File: src/rtl/wdog_pkg.sv
package wdog_pkg;
  localparam int CNT_W    = 16;
  localparam int SEL_W    = 2;
  localparam int CTRL_OFS = 'h0;
  localparam int STAT_OFS = 'h8;
  localparam logic [7:0] PW_ARM = 8'hBE;
  localparam logic [7:0] PW_GO  = 8'hDC;
  localparam int EN_BIT  = 31;
  localparam int WSEL_LSB = 26;
  localparam int DSEL_LSB = 24;
  localparam int PW_LSB  = 16;

  typedef struct packed {
    logic             en;
    logic [SEL_W-1:0] wsel;
    logic [SEL_W-1:0] dsel;
    logic [CNT_W-1:0] reload;
  } wdog_cfg_t;
endpackage

File: src/rtl/wdog_unlock.sv
module wdog_unlock
  import wdog_pkg::*;
#(
  parameter int AW = 4
) (
  input  logic          clk_i,
  input  logic          rst_ni,
  input  logic          wr_i,
  input  logic [AW-1:0] addr_i,
  input  logic [7:0]    pw_i,
  output logic          commit_o
);
  logic ctrl_wr, armed_q;

  assign ctrl_wr  = wr_i && (addr_i == AW'(CTRL_OFS));
  assign commit_o = ctrl_wr && armed_q && (pw_i == PW_GO);

  // any control write re-decides arming; other offsets leave it alone
  always_ff @(posedge clk_i or negedge rst_ni) begin
    if (!rst_ni)      armed_q <= 1'b0;
    else if (ctrl_wr) armed_q <= (pw_i == PW_ARM);
  end
endmodule

File: src/rtl/wdog_prescale.sv
module wdog_prescale
  import wdog_pkg::*;
#(
  parameter int STEP_LOG2 = 6
) (
  input  logic             clk_i,
  input  logic             rst_ni,
  input  logic             clr_i,
  input  logic             run_i,
  input  logic [SEL_W-1:0] sel_i,
  output logic             tick_o
);
  localparam int NSEL  = 1 << SEL_W;
  localparam int PRE_W = (STEP_LOG2 * (NSEL - 1) > 0) ? STEP_LOG2 * (NSEL - 1) : 1;
  localparam logic [PRE_W:0] ONE = 1;

  logic [PRE_W-1:0] lim_tab [NSEL];
  logic [PRE_W-1:0] pre_q;

  for (genvar i = 0; i < NSEL; i++) begin : g_lim
    assign lim_tab[i] = PRE_W'((ONE << (i * STEP_LOG2)) - ONE);
  end

  assign tick_o = run_i && (pre_q == lim_tab[sel_i]);

  always_ff @(posedge clk_i or negedge rst_ni) begin
    if (!rst_ni)     pre_q <= '0;
    else if (clr_i)  pre_q <= '0;
    else if (run_i)  pre_q <= tick_o ? '0 : pre_q + 1'b1;
  end
endmodule

File: src/rtl/wdog_count.sv
module wdog_count
  import wdog_pkg::*;
(
  input  logic             clk_i,
  input  logic             rst_ni,
  input  logic             commit_i,
  input  logic             en_i,
  input  logic [SEL_W-1:0] wsel_i,
  input  logic [CNT_W-1:0] reload_i,
  input  logic             tick_i,
  output logic [CNT_W-1:0] cnt_o,
  output logic             warn_o,
  output logic             req_o
);
  localparam int NSEL = 1 << SEL_W;

  logic [CNT_W-1:0] thr_tab [NSEL];
  logic [CNT_W-1:0] cnt_q;
  logic             warn_q, fired_q;

  for (genvar i = 0; i < NSEL; i++) begin : g_thr
    assign thr_tab[i] = {CNT_W{1'b1}} >> (i + 1);
  end

  assign req_o  = en_i && (cnt_q == '0) && !fired_q;
  assign cnt_o  = cnt_q;
  assign warn_o = warn_q;

  // commit has priority over a decrement due on the same edge
  always_ff @(posedge clk_i or negedge rst_ni) begin
    if (!rst_ni) begin
      cnt_q   <= '0;
      warn_q  <= 1'b0;
      fired_q <= 1'b0;
    end else if (commit_i) begin
      cnt_q   <= reload_i;
      warn_q  <= 1'b0;
      fired_q <= 1'b0;
    end else begin
      if (req_o) fired_q <= 1'b1;
      if (en_i && (cnt_q <= thr_tab[wsel_i])) warn_q <= 1'b1;
      if (tick_i) cnt_q <= cnt_q - 1'b1;
    end
  end
endmodule

File: src/rtl/pwd_wdog.sv
module pwd_wdog
  import wdog_pkg::*;
#(
  parameter int AW        = 4,
  parameter int STEP_LOG2 = 6
) (
  input  logic          clk_i,
  input  logic          rst_ni,
  input  logic          wr_i,
  input  logic [AW-1:0] addr_i,
  input  logic [31:0]   wdata_i,
  output logic [31:0]   rdata_o,
  output logic          warn_o,
  output logic          rst_req_o
);
  wdog_cfg_t        cfg_q;
  logic             commit, tick, run;
  logic [CNT_W-1:0] cnt;

  wdog_unlock #(.AW(AW)) u_unlock (
    .clk_i    (clk_i),
    .rst_ni   (rst_ni),
    .wr_i     (wr_i),
    .addr_i   (addr_i),
    .pw_i     (wdata_i[PW_LSB +: 8]),
    .commit_o (commit)
  );

  always_ff @(posedge clk_i or negedge rst_ni) begin
    if (!rst_ni) cfg_q <= '0;
    else if (commit) begin
      cfg_q.en     <= wdata_i[EN_BIT];
      cfg_q.wsel   <= wdata_i[WSEL_LSB +: SEL_W];
      cfg_q.dsel   <= wdata_i[DSEL_LSB +: SEL_W];
      cfg_q.reload <= wdata_i[CNT_W-1:0];
    end
  end

  assign run = cfg_q.en && (cnt != '0);

  wdog_prescale #(.STEP_LOG2(STEP_LOG2)) u_pre (
    .clk_i  (clk_i),
    .rst_ni (rst_ni),
    .clr_i  (commit),
    .run_i  (run),
    .sel_i  (cfg_q.dsel),
    .tick_o (tick)
  );

  wdog_count u_cnt (
    .clk_i    (clk_i),
    .rst_ni   (rst_ni),
    .commit_i (commit),
    .en_i     (cfg_q.en),
    .wsel_i   (cfg_q.wsel),
    .reload_i (wdata_i[CNT_W-1:0]),
    .tick_i   (tick),
    .cnt_o    (cnt),
    .warn_o   (warn_o),
    .req_o    (rst_req_o)
  );

  always_comb begin
    rdata_o = '0;
    if (addr_i == AW'(CTRL_OFS)) begin
      rdata_o[EN_BIT]               = cfg_q.en;
      rdata_o[WSEL_LSB +: SEL_W]    = cfg_q.wsel;
      rdata_o[DSEL_LSB +: SEL_W]    = cfg_q.dsel;
      rdata_o[CNT_W-1:0]            = cfg_q.reload;
    end else if (addr_i == AW'(STAT_OFS)) begin
      rdata_o[CNT_W-1:0]            = cnt;
    end
  end
endmodule

File: config.mk
export PLATFORM = sky130hd
export DESIGN_NAME = pwd_wdog
export DESIGN_NICKNAME = d
export VERILOG_FILES = /design/src/rtl/wdog_pkg.sv /design/src/rtl/wdog_unlock.sv /design/src/rtl/wdog_prescale.sv /design/src/rtl/wdog_count.sv /design/src/rtl/pwd_wdog.sv
export SDC_FILE = /design/constraint.sdc
export NUM_CORES = 1
export LEC_CHECK = 0
export BUFFER_PORTS_ARGS = -buffer_cell sky130_fd_sc_hd__clkbuf_2
export CORE_ASPECT_RATIO = 0.5
export CORE_UTILIZATION = 39
export CTS_BUF_LIST = sky130_fd_sc_hd__clkbuf_4
export DETAILED_ROUTE_END_ITERATION = 8
export MAX_ROUTING_LAYER = met4
export PLACE_DENSITY = 0.7
export SLEW_MARGIN = 20
export SYNTH_ARGS = -nofsm -noshare
export SYNTH_HDL_FRONTEND = slang
export SYNTH_SLANG_ARGS = --single-unit
File: constraint.sdc
create_clock -name clk_i -period 2 [get_ports clk_i]
set_input_delay 0.1 -clock clk_i [delete_from_list [all_inputs] [get_ports clk_i]]
set_output_delay 0.1 -clock clk_i [all_outputs]
set_load 0.02 [all_outputs]
Word-level counts from Yosys, hierarchy flattened
Cells that the tools add are included.
Word-level totals
  register bits: 58
  latch bits: 0
  memory bits (writable): 0
  ROM bits: 0
  word-level logic and storage cells: 55
  memories: 0
Cells by class
  add/sub/neg operators: 2
  multipliers: 0
  divide/modulo/power cells: 0
  order comparisons: 3
  equal/unequal tests: 4
  shift operators: 0
  muxes and demuxes: 19
  bitwise operators: 2
  reductions and logical operators: 16
Operator list (count)
  16-bit two-way mux: 6
  18-bit two-way mux: 5
  18-bit binary-select mux with 2-bit select: 1
  16-bit binary-select mux with 2-bit select: 1
  18-bit by 1-bit adder with 18-bit output (second input constant): 1
  18-bit equality test: 1
  8-bit equality test (second input constant): 2
  16-bit less-or-equal comparator: 1
  16-bit zero test: 1
  16-bit nonzero test: 1
  16-bit by 1-bit subtractor with 16-bit output (second input constant): 1
  1-bit logical AND: 8
  2-bit nonzero test: 4
  3-bit >= comparator (second input constant): 2
  2-bit NOT with 3-bit output: 2
  1-bit two-way mux: 5
  4-bit equality test (second input constant): 1
  4-bit zero test: 1
  4-bit two-way mux: 1
  1-bit zero test: 1

Depth between registers and ports, before layout
  depth in word-level cells: 9
  depth in mapped cells: 9
  mapped depth without buffers: 8

Hierarchy
From an unflattened synthesis, not the netlist that was laid out.
Unflattened totals
  cells, all modules: 361
  area total of the unflattened synthesis: 3572.2 µm²
By module, submodules not included
  wdog_count: instances 1, cells an instance 130, area an instance 1187.4 µm², sequential area each 450.4 µm²
  wdog_prescale: instances 1, cells an instance 131, area an instance 1163.6 µm², sequential area each 450.4 µm²
  pwd_wdog: instances 1, cells an instance 89, area an instance 1122.3 µm², sequential area each 525.5 µm²
  wdog_unlock: instances 1, cells an instance 11, area an instance 98.8 µm², sequential area each 25.0 µm²

Least setup slack after synthesis
Ideal clock, no wire load.
  path kind: register to register
  from: register u_pre.pre_q[9]
  to: register u_pre.pre_q[17]
  setup time: 0.119 ns
  data arrival time: 2.001 ns
  data required time: 1.881 ns
  path slack: -0.120 ns
  cell stages (with the launch flop): 8
  buffers on the path: 2
  path through: dfrtp_1 > or4_1 > o22ai_2 > o21ai_1 > buf_2 > o31ai_4 > buf_4 > nor2_1
Between the ends
  longest elaborated chain between the ends: 5
  elaborated cells between the ends (all ways): 6
  those cells by class: 1 x add/sub; 1 x eq/ne; 3 x mux; 1 x reduce/logical
Ends and longest elaborated chain
  start, declared: line wdog_prescale.sv:18  | logic [PRE_W-1:0] pre_q;
  start signal, assigned: line wdog_prescale.sv:29  | else if (run_i) pre_q <= tick_o ? '0 : pre_q + 1'b1;
  parallel branches: the longest is 2 deep, another holds 18-bit by 1-bit adder with 18-bit output
  18-bit two-way mux (*) (2 in a row): line wdog_prescale.sv:29
  18-bit two-way mux (*): line wdog_prescale.sv:28  | else if (clr_i) pre_q <= '0;
Mark *: on every way between the ends. The select of a mux whose other input is x is not followed.
A chain may end at the register's enable or synchronous reset.

Final worst setup path
  from: register u_pre.pre_q[1]
  to: register u_cnt.cnt_q[1] (netlist: u_cnt.cnt_o[1])
Between the ends
  longest elaborated chain between the ends: 3
Ends and longest elaborated chain
  18-bit equality test: line wdog_prescale.sv:24  | assign tick_o = run_i && (pre_q == lim_tab[sel_i]);
  1-bit logical AND: line wdog_prescale.sv:24
  2-bit nonzero test (no source line)
  end signal, assigned: line wdog_count.sv:36  | cnt_q <= reload_i;
  end signal, assigned: line wdog_count.sv:42  | if (tick_i) cnt_q <= cnt_q - 1'b1;
  end, declared: line wdog_count.sv:18  | logic [CNT_W-1:0] cnt_q;
No other way between the ends.

==> tab_implementation.tex <==
\begin{tabular}{lr}
\hline
Metric & Value \\
\hline
\multicolumn{2}{l}{\textbf{Run status}} \\
\quad Outcome & finished, violations left \\
\quad Violations in the final reports & negative setup slack \\
\multicolumn{2}{l}{\textbf{Global route}} \\
\quad Met1 capacity usage during global routing & 27.40\% \\
\quad Number of global-route vias before repair & 3,289 \\
\quad Global-route layer with the greatest usage & met2 \\
\quad Overall global routing resource usage & a little under a quarter \\
\quad Antenna violations before repair & 0 \\
\quad Met2 demand-to-capacity share in global routing & 38.66\% \\
\quad Largest net degree at the start of global routing & 36 \\
\quad Overflow after GRT & 0 \\
\quad Met3 Usage GRT & 5.263\% \\
\quad Global-route wire length before repair & 15,610 um \\
\multicolumn{2}{l}{\textbf{Logic synthesis}} \\
\quad Fraction of synthesis flops using an asynchronous set or reset pin & 100.0\% \\
\quad Main synth FF type & sky130\_fd\_sc\_hd\_\_dfrtp\_1 \\
\quad Gate count of the mapped netlist & 386 \\
\quad Cell area after technology mapping & 3453 um2 \\
\quad Portion of synthesized cell area occupied by the leading cell type & 42.03\% \\
\quad Mean Syn Cell Area & between 8 and 9 um2 \\
\quad Distinct cell type count after synthesis & 49 \\
\quad Yosys reg bits & between 50 and 60 \\
\quad Number of enable-type register cells in the synthesized netlist & 0 \\
\quad Largest area contributor in the netlist & sky130\_fd\_sc\_hd\_\_dfrtp\_1 \\
\quad Main area contributors after synthesis & sky130\_fd\_sc\_hd\_\_dfrtp\_1, sky130\_fd\_sc\_hd\_\_nand2\_1, sky130\_fd\_sc\_hd\_\_xnor2\_1, sky130\_fd\_sc\_hd\_\_a22o\_1, sky130\_fd\_sc\_hd\_\_nor2\_1 \\
\quad Yosys warning total & 0 \\
\quad Sequential-to-total area share from yosys stat & a little over two fifths \\
\multicolumn{2}{l}{\textbf{Hold path}} \\
\quad Worst hold path class & in2async \\
\multicolumn{2}{l}{\textbf{Clocking}} \\
\quad Later-pin clock latency in the skew report & 0.42 ns \\
\quad Clock Pin Slew Worst Setup and Hold Paths & $\sim$0.1 ns \\
\quad Num Clock Sinks & 58 \\
\quad CTS tree & yes \\
\quad CTS H-tree lvls & 3 \\
\quad Maximum count of clock buffers along a single path & 2 \\
\quad Num CTS Buffers & 9 \\
\quad Root Buffer Master & sky130\_fd\_sc\_hd\_\_clkbuf\_4 \\
\multicolumn{2}{l}{\textbf{Timing}} \\
\quad Tmin final & around 2.2 ns \\
\quad Worst slew slack as a fraction of its limit & 57.16\% \\
\quad Measured slew at the worst slew-check pin & 0.6426 ns \\
\quad Number of endpoints with negative hold slack in the final report & 0 \\
\quad RSZ-0062 raised after global routing & yes \\
\quad Part of the cycle the worst path needs & 107.6\% \\
\quad Number of failing setup endpoints in the final timing report & 17 \\
\quad Final critical-path setup slack & -0.1512 ns \\
\quad Worst clock skew & 0.01267 ns \\
\quad Final Max Slew Viols & 0 \\
\quad Worst hold slack & 0.2537 ns \\
\quad Maximum clock frequency & 464.9 MHz \\
\multicolumn{2}{l}{\textbf{Route}} \\
\quad Post-detailed-routing wire length & approximately 10000 um \\
\quad Residual antenna-violating net count after detailed routing & 0 \\
\quad Overall via count from detail\_route & 3,402 \\
\quad Number of DRC markers after the initial detailed-route iteration & 169 \\
\quad DRC violations left & 0 \\
\quad Routed wirelength normalized by instance count & approximately 15 um \\
\quad Pre-antenna DRT Iters & 4 \\
\quad Via-per-instance ratio & 5.250 \\
\multicolumn{2}{l}{\textbf{Place}} \\
\quad Sum of net half-perimeters after detailed placement & 6559 um \\
\quad Placement Setup Slack & -0.1123 ns \\
\quad RePlAce Congestion & 0.9100 \\
\quad Buffers added on ports & 58 \\
\multicolumn{2}{l}{\textbf{Worst setup path}} \\
\quad Crit path capture type & flop \\
\quad Critical Path Source Type & flop \\
\quad Required time of the worst setup path & 2.36 ns \\
\quad Max Fanout on Critical Path & 4 \\
\quad Type of the worst setup path & reg2reg \\
\quad Cells on worst reg2reg path & 6 \\
\quad Arrival time reported for the critical path endpoint & 2.51 ns \\
\multicolumn{2}{l}{\textbf{Finish}} \\
\quad Share of layout cells above drive strength 1 & between 30\% and 40\% \\
\quad Commonest cells after routing, fill and taps aside & sky130\_fd\_sc\_hd\_\_nand2\_1, sky130\_fd\_sc\_hd\_\_buf\_4, sky130\_fd\_sc\_hd\_\_dfrtp\_1, sky130\_fd\_sc\_hd\_\_clkbuf\_2, sky130\_fd\_sc\_hd\_\_nor2\_1 \\
\quad Final core area utilization & between 60\% and 70\% \\
\quad Most common cell after layout, fill and taps aside & sky130\_fd\_sc\_hd\_\_nand2\_1 \\
\quad Antenna Cells & 0 \\
\quad Nets & between 500 and 600 \\
\quad Layout overhead on the synthesized area & 44.24\% \\
\multicolumn{2}{l}{\textbf{Die}} \\
\quad Effective utilization at floorplan & 41.67\% \\
\quad Die footprint & 9258 um2 \\
\quad Core Footprint & between 8000 and 9000 um2 \\
\quad Die Height & 68.54 um \\
\quad Site Rows & 23 \\
\quad IO Pins & 73 \\
\quad Horizontal extent of the die & 135.1 um \\
\multicolumn{2}{l}{\textbf{Power and ir drop}} \\
\quad Leakage dissipation & 2.218 nW \\
\quad Power per cell area & $\sim$400 nW/um2 \\
\quad Worst ir drop on vdd & 0.2788 mV \\
\multicolumn{2}{l}{\textbf{Job}} \\
\quad Max-capacitance violation count & 0 \\
\hline
\end{tabular}
## routing by layer
metal,vias up,part of all wire (%)
met5,-,0
li1,1628,-
met3,15,5.2
met2,88,50
met4,0,1.4
met1,1671,44
## cells by family after synthesis
logic type / share of synthesized area [%]
other: 0.1086
buffers and inverters: 5.363
AOI/OAI and AO/OA: 11.34
adders and majority gates: 2.536
DFF: 42.03
and+or+nand+nor: 31.12
xor gates and xnor gates: 7.102
muxes: 0.3985
## final timing paths
path	start	end	slack (ns)
hold / removal	rst_ni	u_cnt.cnt_o[7]	0.25
hold reg to reg	cfg_q[15]	cfg_q[15]	0.48
setup reg to reg	u_pre.pre_q[1]	u_cnt.cnt_o[1]	-0.15
setup / recovery	u_pre.pre_q[1]	u_cnt.cnt_o[1]	-0.15
max in group asynchronous	rst_ni	cfg_q[17]	1.13
min in group clk_i	wdata_i[16]	u_cnt.cnt_o[0]	0.27
## through the flow
stage	power (mW)	std cells	TNS (ns)	area, um2
floorplan	1.259	396	-0.2395	3537
global placement	1.328	604	-0.2130	4365
detailed placement	1.330	604	-0.6241	4365
CTS	2.034	645	-0.9876	4786
global route	2.097	648	-2.975	4981
finish	2.012	648	-0.4786	4981
## registers in the layout (all words and copies together), names as in the netlist
signal / cells
u_unlock.armed_q: 1
u_pre.pre_q: 18
cfg_q: 21
u_cnt.warn_o: 1
u_cnt.fired_q: 1
u_cnt.cnt_o: 16
## Yosys cell counts, types with 2 or more instances
cell type	count
sky130_fd_sc_hd__nand2_2	2
sky130_fd_sc_hd__buf_4	12
sky130_fd_sc_hd__buf_2	4
sky130_fd_sc_hd__a21oi_1	6
sky130_fd_sc_hd__nor3_1	11
sky130_fd_sc_hd__xor2_1	3
sky130_fd_sc_hd__or3_1	10
sky130_fd_sc_hd__nand2_1	83
sky130_fd_sc_hd__o2bb2ai_1	2
sky130_fd_sc_hd__o211ai_1	2
sky130_fd_sc_hd__a31oi_1	2
sky130_fd_sc_hd__inv_1	7
sky130_fd_sc_hd__o21ai_1	13
sky130_fd_sc_hd__nor3_2	5
sky130_fd_sc_hd__or2_2	2
sky130_fd_sc_hd__ha_1	7
sky130_fd_sc_hd__dfrtp_1	58
sky130_fd_sc_hd__nor2_1	27
sky130_fd_sc_hd__a211o_1	2
sky130_fd_sc_hd__nand4_1	9
sky130_fd_sc_hd__xnor2_1	25
sky130_fd_sc_hd__nor4_1	9
sky130_fd_sc_hd__a22o_1	16
sky130_fd_sc_hd__or4_1	7
sky130_fd_sc_hd__o21ai_0	7
sky130_fd_sc_hd__nor4b_1	4
sky130_fd_sc_hd__clkbuf_1	10
sky130_fd_sc_hd__nor4b_2	4
sky130_fd_sc_hd__nand3_1	11
sky130_fd_sc_hd__and2_1	7
## power breakdown
part / internal [mW] / switching [mW] / leakage (nW)
clock: 0.248 / 0.421 / 0.0609
sequential: 1.17 / 0.0000997 / 0.715
combinational: 0.0788 / 0.0927 / 1.44
## what timing repair did
item	CTS	global route
endpoints found under the hold margin	61	0
hold buffers	24	0
pin swaps	6	14
setup endpoints to repair	32	35
cloned	0	0
resized for setup	12	36
buffers inserted	2	3
## final cells by class
class / count / area, um2
inverters: 7 / 26.28
clock buffers: 10 / 75.07
multi-input cells: 304 / 2121
well taps: 112 / 140.1
clock inverters: 5 / 22.52
fillers: 709 / 3307
repair buffers: 152 / 1144
flip-flops and latches: 58 / 1453
## worst max-delay path, cell delays in order, from the launching register on
cell and delay [ns]:
sky130_fd_sc_hd__dfrtp_1 0.39, sky130_fd_sc_hd__or4_4 0.54, sky130_fd_sc_hd__mux2i_4 0.19, sky130_fd_sc_hd__nand2_2 0.12
sky130_fd_sc_hd__or3_4 0.40, sky130_fd_sc_hd__or3_1 0.35, sky130_fd_sc_hd__nand3_1 0.10
Power figures use the tool's default switching activity.
